<file path="src/rtl/nse_pkg.sv">
package nse_pkg;
  localparam int FIELD_W = 4;
  localparam int HALF_W  = 4 * FIELD_W;
  localparam int TMG_W   = 2 * HALF_W;
  localparam int CNT_W   = FIELD_W + 1;

  typedef enum logic [1:0] {
    K_CMD   = 2'd0,
    K_ADDR  = 2'd1,
    K_WDATA = 2'd2,
    K_RDATA = 2'd3
  } req_kind_e;

  typedef enum logic [2:0] {
    PH_IDLE,
    PH_SETUP,
    PH_PULSE,
    PH_HOLD,
    PH_WAIT
  } phase_e;

  // Packed so that a timing half maps directly: wait|width|hold|setup
  typedef struct packed {
    logic [FIELD_W-1:0] wait_n;
    logic [FIELD_W-1:0] width;
    logic [FIELD_W-1:0] hold;
    logic [FIELD_W-1:0] setup;
  } tmg_t;
endpackage

</file>
<file path="src/rtl/nse_tmg_sel.sv">
module nse_tmg_sel
  import nse_pkg::*;
(
  input  logic [TMG_W-1:0] tmg_word,
  input  logic             is_read,
  output tmg_t             sel
);
  logic [HALF_W-1:0] half;

  always_comb begin
    half = is_read ? tmg_word[HALF_W-1:0] : tmg_word[TMG_W-1:HALF_W];
    sel  = tmg_t'(half);
  end
endmodule

</file>
<file path="src/rtl/nse_phase_seq.sv">
module nse_phase_seq
  import nse_pkg::*;
(
  input  logic   clk,
  input  logic   rst_n,
  input  logic   soft_reset,
  input  logic   start,
  input  tmg_t   tmg_in,
  output phase_e phase,
  output logic   phase_last,
  output logic   done
);
  logic [CNT_W-1:0]   cnt;
  logic [FIELD_W-1:0] width_q, hold_q, wait_q;

  assign phase_last = (cnt == '0);

  always_ff @(posedge clk or negedge rst_n) begin
    if (!rst_n) begin
      phase   <= PH_IDLE;
      cnt     <= '0;
      width_q <= '0;
      hold_q  <= '0;
      wait_q  <= '0;
      done    <= 1'b0;
    end else if (soft_reset) begin
      phase <= PH_IDLE;
      cnt   <= '0;
      done  <= 1'b0;
    end else begin
      done <= 1'b0;
      unique case (phase)
        PH_IDLE: if (start) begin
          width_q <= tmg_in.width;
          hold_q  <= tmg_in.hold;
          wait_q  <= tmg_in.wait_n;
          cnt     <= {1'b0, tmg_in.setup};
          phase   <= PH_SETUP;
        end
        PH_SETUP: if (phase_last) begin
          cnt   <= {1'b0, width_q};
          phase <= PH_PULSE;
        end else cnt <= cnt - CNT_W'(1);
        PH_PULSE: if (phase_last) begin
          cnt   <= {1'b0, hold_q};
          phase <= PH_HOLD;
        end else cnt <= cnt - CNT_W'(1);
        PH_HOLD: if (phase_last) begin
          if (wait_q == '0) begin
            phase <= PH_IDLE;
            done  <= 1'b1;
          end else begin
            cnt   <= {wait_q, 1'b0} - CNT_W'(1);
            phase <= PH_WAIT;
          end
        end else cnt <= cnt - CNT_W'(1);
        PH_WAIT: if (phase_last) begin
          phase <= PH_IDLE;
          done  <= 1'b1;
        end else cnt <= cnt - CNT_W'(1);
        default: phase <= PH_IDLE;
      endcase
    end
  end
endmodule

</file>
<file path="src/rtl/nse_pin_drive.sv">
module nse_pin_drive
  import nse_pkg::*;
#(
  parameter int DATA_W = 8
) (
  input  logic              clk,
  input  logic              rst_n,
  input  logic              soft_reset,
  input  logic              start,
  input  req_kind_e         kind_in,
  input  logic [DATA_W-1:0] data_in,
  input  phase_e            phase,
  input  logic              phase_last,
  input  logic              done,
  input  logic              ce_force,
  input  logic [DATA_W-1:0] dq_in,
  output logic              cle,
  output logic              ale,
  output logic              we_n,
  output logic              re_n,
  output logic              ce_n,
  output logic [DATA_W-1:0] dq_out,
  output logic              dq_oe,
  output logic [DATA_W-1:0] rd_data,
  output logic              rd_valid
);
  req_kind_e         kind_q;
  logic [DATA_W-1:0] data_q;
  logic              active, pulse, is_rd;

  always_ff @(posedge clk or negedge rst_n) begin
    if (!rst_n) begin
      kind_q  <= K_CMD;
      data_q  <= '0;
      rd_data <= '0;
    end else if (!soft_reset) begin
      if (start) begin
        kind_q <= kind_in;
        data_q <= data_in;
      end
      if (pulse && phase_last && is_rd) rd_data <= dq_in;
    end
  end

  always_comb begin
    active   = (phase == PH_SETUP) || (phase == PH_PULSE) || (phase == PH_HOLD);
    pulse    = (phase == PH_PULSE);
    is_rd    = (kind_q == K_RDATA);
    cle      = active && (kind_q == K_CMD);
    ale      = active && (kind_q == K_ADDR);
    we_n     = !(pulse && !is_rd);
    re_n     = !(pulse && is_rd);
    ce_n     = !(active || ce_force);
    dq_oe    = active && !is_rd;
    dq_out   = dq_oe ? data_q : '0;
    rd_valid = done && is_rd;
  end
endmodule

</file>
<file path="src/rtl/nand_strobe_engine.sv">
module nand_strobe_engine
  import nse_pkg::*;
#(
  parameter int DATA_W = 8
) (
  input  logic              clk,
  input  logic              rst_n,
  input  logic              soft_reset,
  input  logic              ce_force,
  input  logic [TMG_W-1:0]  tmg_word,
  input  logic              req_valid,
  output logic              req_ready,
  input  logic [1:0]        req_kind,
  input  logic [DATA_W-1:0] req_data,
  output logic              done,
  output logic              rd_valid,
  output logic [DATA_W-1:0] rd_data,
  output logic              rdy_status,
  output logic              nand_cle,
  output logic              nand_ale,
  output logic              nand_we_n,
  output logic              nand_re_n,
  output logic              nand_ce_n,
  output logic [DATA_W-1:0] nand_dq_out,
  output logic              nand_dq_oe,
  input  logic [DATA_W-1:0] nand_dq_in,
  input  logic              nand_rb
);
  phase_e    phase;
  logic      phase_last;
  logic      start;
  req_kind_e kind;
  tmg_t      tmg_sel;

  assign kind      = req_kind_e'(req_kind);
  assign req_ready = (phase == PH_IDLE) && !soft_reset;
  assign start     = req_valid && req_ready;

  always_ff @(posedge clk or negedge rst_n) begin
    if (!rst_n) rdy_status <= 1'b0;
    else        rdy_status <= nand_rb;
  end

  nse_tmg_sel u_sel (
    .tmg_word (tmg_word),
    .is_read  (kind == K_RDATA),
    .sel      (tmg_sel)
  );

  nse_phase_seq u_seq (
    .clk        (clk),
    .rst_n      (rst_n),
    .soft_reset (soft_reset),
    .start      (start),
    .tmg_in     (tmg_sel),
    .phase      (phase),
    .phase_last (phase_last),
    .done       (done)
  );

  nse_pin_drive #(.DATA_W(DATA_W)) u_pins (
    .clk        (clk),
    .rst_n      (rst_n),
    .soft_reset (soft_reset),
    .start      (start),
    .kind_in    (kind),
    .data_in    (req_data),
    .phase      (phase),
    .phase_last (phase_last),
    .done       (done),
    .ce_force   (ce_force),
    .dq_in      (nand_dq_in),
    .cle        (nand_cle),
    .ale        (nand_ale),
    .we_n       (nand_we_n),
    .re_n       (nand_re_n),
    .ce_n       (nand_ce_n),
    .dq_out     (nand_dq_out),
    .dq_oe      (nand_dq_oe),
    .rd_data    (rd_data),
    .rd_valid   (rd_valid)
  );
endmodule

</file>
<file path="config.mk">
export PLATFORM = sky130hd
export DESIGN_NAME = nand_strobe_engine
export DESIGN_NICKNAME = d
export VERILOG_FILES = /design/src/rtl/nse_pkg.sv /design/src/rtl/nse_tmg_sel.sv /design/src/rtl/nse_phase_seq.sv /design/src/rtl/nse_pin_drive.sv /design/src/rtl/nand_strobe_engine.sv
export SDC_FILE = /design/constraint.sdc
export NUM_CORES = 1
export LEC_CHECK = 0
export BUFFER_PORTS_ARGS = -buffer_cell sky130_fd_sc_hd__buf_2
export CORE_AREA = 2 2 70 72
export DETAILED_ROUTE_END_ITERATION = 8
export DIE_AREA = 0 0 72 74
export PLACE_DENSITY = 0.89
export SYNTH_ARGS = -nofsm -noshare
export SYNTH_HDL_FRONTEND = slang
export SYNTH_SLANG_ARGS = --single-unit
</file>
<file path="constraint.sdc">
create_clock -name clk -period 4.6 [get_ports clk]
set_input_delay 1.15 -clock clk [delete_from_list [all_inputs] [get_ports clk]]
set_output_delay 1.15 -clock clk [all_outputs]
set_load 0.005 [all_outputs]
</file>
### Word-level counts from Yosys, hierarchy flattened

Cells that the tools add are included.
Widths: inputs -> output; s select.

* output and inout bits: 26
* bits in writable memories: 0
* register bits: 40
* ROM bits: 0
* input port bits: 56
* logic and storage cells: 78
* memories: 0
* bits in latches: 0

* multiply operators: 0
* add/sub/neg operators: 2
* muxes and demuxes: 23
* magnitude comparators: 0
* reduce and logical (&&, ||, !) cells: 28
* div/mod/pow operators: 0
* eq/ne operators: 14
* bitwise logic cells: 1
* shift operators: 0

Operators with widths (count)
* $mux 5: 7
* $pmux 5 s5: 1
* $mux 3: 7
* $mux 16: 1
* $pmux 3 s5: 1
* $logic_and 1x1->1: 10
* $sub 5x1->5 const B: 2
* $ne 3x2->1 const B: 3
* $ne 3x3->1 const B: 3
* $mux 8: 1
* $eq 3x2->1 const B: 2
* $reduce_bool 6->1: 1
* $logic_not 1->1: 5
* $logic_not 5->1: 1
* $reduce_and 5->1: 1
* $eq 2x2->1 const B: 2
* $logic_not 4->1: 1
* $mux 1: 4
* $ne 4x4->1 const B: 1
* $reduce_and 2->1: 2
* $reduce_and 4->1: 1
* $eq 3x1->1 const B: 1
* $eq 3x3->1 const B: 1
* $logic_not 3->1: 1
* other kinds (6): 8

### Longest topological paths before layout

* word-level depth: 6
* mapped depth: 8
* gate-level depth less buffers: 7

### Cells and area by module

Synthesis repeated with hierarchy kept, for this count alone.

* cells, all modules: 214
* area total of the unflattened synthesis: 2444.8 um^2

Modules (own cells, without submodules)
* nse_phase_seq: area each 1337.5 um^2, cells each 134, sequential area each 525.5 um^2, instances 1
* nse_pin_drive: area each 808.3 um^2, cells each 58, sequential area each 450.4 um^2, instances 1
* nse_tmg_sel: area each 249.0 um^2, cells each 18, sequential area each 0.0 um^2, instances 1
* nand_strobe_engine: area each 50.0 um^2, cells each 4, sequential area each 25.0 um^2, instances 1

### Worst setup path after synthesis

OpenSTA, ideal clock, no wires.

* kind: input -> output
* from: input soft_reset
* to: output req_ready
* buffers on the path: 1
* data required time: 3.450 ns
* setup slack: 1.889 ns
* arrival: 1.561 ns
* cell stages on the path: 2
* cells stage by stage: buf_2 > nor4_1

* cells in the longest elaborated chain, start to end: 2

Ends and longest elaborated chain
* start, declared: line nand_strobe_engine.sv:8 `input logic soft_reset,`
* $logic_not 1->1
* $logic_and 1x1->1: line nand_strobe_engine.sv:36 `assign req_ready = (phase == PH_IDLE) && !soft_reset;`
* end, declared: line nand_strobe_engine.sv:12 `output logic req_ready,`

No other way between the ends.

### Worst setup path in the final report

* from: register u_seq.phase[1]
* to: output nand_dq_out[0]

* cells in the longest elaborated chain, start to end: 5
* elaborated cells between the ends (all ways): 7
* classes of those cells: 3 x eq/ne; 1 x mux; 3 x reduce/logical

Ends and longest elaborated chain
* start, declared: line nse_phase_seq.sv:9 `output phase_e phase,`
* start signal, assigned: line nse_phase_seq.sv:20 `phase <= PH_IDLE;`
* start signal, assigned: line nse_phase_seq.sv:27 `phase <= PH_IDLE;`
* start signal, assigned: line nse_phase_seq.sv:38 `phase <= PH_SETUP;`
* $eq 3x1->1 or $eq 3x2->1 (tied branches): line nse_pin_drive.sv:46 `active = (phase == PH_SETUP) || (phase == PH_PULSE) || (phase == PH_HOLD);`
* $logic_or 1x1->1: line nse_pin_drive.sv:46
* $logic_or 1x1->1 *: line nse_pin_drive.sv:46
* $logic_and 1x1->1 *: line nse_pin_drive.sv:54 `dq_oe = active && !is_rd;`
* $mux 8 *: line nse_pin_drive.sv:55 `dq_out = dq_oe ? data_q : '0;`
* end, declared: line nand_strobe_engine.sv:24 `output logic [DATA_W-1:0] nand_dq_out,`

Mark *: on every way between the ends. The rest lies on a longest branch, timed or not.

==> metrics <==
Yosys top cell area share 44.4%; CP Class flip-flop to output port; Fin. Hold Viols 0; Core Util, Final 59.8%; fin worst setup slack 1270 ps; Max Buffers Root-to-Sink 2; hold path cells 1; H-tree Lvls 2; Core Box Area 4600 um2; DR DRC count 0; clk_skew 8.84 ps; number of DRC markers in iteration 0 221; Synth Area in Compound Gates 14.2%; Reg power frac 39.8%; Initial Utilization 49.0%; hold_sp u_pins.rd_data[1]; Sw Ratio 38.8%; via/cell ratio 5.64; fmax 300 MHz; Post-Synth Simple-Gate Area 16.2%; layout cells sized above 1 38.5%; Maximum Capacitance Violations 0; synth unique cells 44; clock power share 17.2%; initial antenna violation count 0; Worst-path clk slew 80 ps; Worst Path Max Fanout 21; Routed WL per cell 15.2 um; type of origin of the critical path flip-flop; Synth Area in XOR/XNOR 1.94%; placer congestion estimate 0.982; hold endpoint u_pins.rd_data[1]; status complete, no violations; Sw Pwr 638 uW; Resized Gates After CTS 0; clock sink count 40; Final period util 72.4%; Std-Cell Rows 25; max_slew headroom 40.9%; Slew @ Worst Pin 884 ps; ranking of synthesized cells by area dfrtp_1 (44%), mux2_2 (9.5%), mux2i_1 (7.1%); largest family of logic cells by synthesized area multiplexers; Area Growth Syn to Fin 22.1%; Final Net Count 356; RSZ-0062 raised after global routing no; Setup Viol. Count Final 0; 1st-pass router iterations 5; I/O Buffers 81; via count 1992; vias in the first global route 1814; post-synthesis area per instance 10.1 um2; Worst setup EP type output port; hold_buf cts 0; IR drop worst, VDD 294 uV; register area share after synthesis 44.4%; FF-to-FF path depth 4; GRT Total Usage 20.4%; Adder-Cell Fraction of Synth Area 1.11%; Hold WS 509 ps; total grt overflow 0; Final ANT Viol Nets 0; Cells after Synth 223; Yosys reg bits 40; Critical Path AT 2180 ps; I/O pin count 82; Synth area leader dfrtp_1; CP Data Required Time 3450 ps; Die Span X 72 um; total CTS buffers 5; worst flop-to-flop path startpoint u_seq.phase[1]; final WL 5.35 mm; Comb power frac 43.0%; multiplexer area fraction after synthesis 16.6%; Pleak 0.00139 uW; Hold/Removal Path Class flip-flop to flip-flop; pin count of the biggest net entering global routing 41; Power Dens Cells 598 nW/um2; Skew-Pair Late Insertion Delay 290 ps; first-pass GRT wire length 8.46 mm; post-CTS setup buffer count 0; Pins Over Slew Limit 0; DIE HEIGHT 74 um; crit path time final 3330 ps; Die ar. 5330 um2; Setup TNS 0 ps; Internal 1010 uW; antenna cell count 0; Root Driver clkbuf_8; placed cells 345; mapped cell area 2250 um2; worst slack at placement 1650 ps; syn nets 281; Post-DP HPWL 4.02 mm; FF-to-FF setup slack 2280 ps; Layout Cells excl Fill 353; Critical R2R Capture u_pins.rd_data[0]; CTS tree built; number of synthesis warnings 0
## area by class of cell
class                           count  area (um2)
Fill cell                         394        1850
Multi-Input combinational cell    161        1130
Sequential cell                    40        1000
Timing Repair Buffer               82         413
Clock buffer                        5        68.8
Tap cell                           54        67.6
Clock inverter                      3        42.5
Inverter                            8        30.0
## power by group through the flow
stage                     combinational (uW)  clock (uW)  sequential, uW
after global routing                     779         304             677
after global placement                   670           0             649
final                                    707         282             655
after detailed placement                 703           0             658
after floorplan                          544           0             600
after CTS                                707         289             652
## through the flow
step                      instance area [um2]  power [uW]
after detailed placement                 2640        1360
after CTS                                2750        1650
after global placement                   2640        1320
final                                    2750        1640
after global routing                     2750        1760
after floorplan                          2250        1140
## state kept, by name (all words and copies together) (netlist names)
register	count
u_seq.cnt	5
u_pins.rd_data	8
u_pins.data_q	8
u_pins.kind_q	2
rdy_status	1
u_seq.hold_q	4
u_seq.done	1
u_seq.phase	3
u_seq.width_q	4
u_seq.wait_q	4
## worst max-delay path, stage by stage (launching register included)
cell and delay (ps):
dfrtp_1 780, nor2_1 260, nor2_1 500, and3_1 230, buf_2 110
## synthesized netlist by cell type
cell type	instances
dfrtp_1	40
mux2i_1	16
and2_1	2
buf_4	2
nor4b_2	1
nor2_4	1
o22ai_1	1
o311ai_0	1
nor2b_1	1
or3_1	1
nor4b_1	1
a31oi_1	5
and3_1	10
xnor2_1	3
a21oi_1	20
o21a_1	3
clkbuf_8	2
o31ai_2	2
clkbuf_2	1
nor3b_1	2
nor4_1	3
a221oi_1	1
a32o_1	1
nand3_1	3
buf_2	5
nand2_1	13
a21boi_0	1
a31o_2	1
buf_6	1
o221ai_1	1
a311oi_1	2
o32a_1	1
o21ai_0	6
o211ai_1	1
nor3_1	11
clkbuf_1	3
mux2_2	19
ha_1	2
nor2_1	20
or4b_4	1
o2111ai_1	1
o21bai_1	1
xor2_1	2
inv_1	8
## worst max-delay path by stage
stage	start	end	slack, ps
floorplan	soft_reset	req_ready	1890
global placement	soft_reset	req_ready	1720
detailed placement	u_seq.phase[1]	nand_dq_out[4]	1650
CTS	u_seq.phase[1]	nand_dq_out[4]	1320
global route	u_seq.phase[1]	nand_dq_out[6]	1120
finish	u_seq.phase[1]	nand_dq_out[0]	1270
## cells by family (layout without fill, tap and decap cells)
kind of cell    count (synthesis)  count (layout)
flops                          40              40
fa+ha+maj                       2               2
compound gates                 49              49
xor+xnor                        5               5
mux                            35              35
simple gates                   70              70
buf+inv                        22              98
## layer usage
layer	routed length, um	vias to the layer above	track usage, %	part of all wire (%)
li1	-	955	-	-
met1	2200	949	27.2	41
met2	2680	79	33.3	50
met3	381	9	4.61	7.1
met4	86	0	7.13	1.6
met5	0	-	0	0
## layout by cell type (no fill, tap or decap), drive strengths merged, types with 2 or more instances in the layout
master   n
buf     82
nor3b    2
inv      8
and2     2
nor3    11
nor4     3
nand3    3
o21ai    6
o31ai    2
nand2   13
nor4b    2
mux2i   16
a21oi   20
and3    10
a311oi   2
xor2     2
mux2    19
xnor2    3
nor2    21
ha       2
a31oi    5
o21a     3
dfrtp   40
clkbuf   5
(Power assumes the default switching activity.)
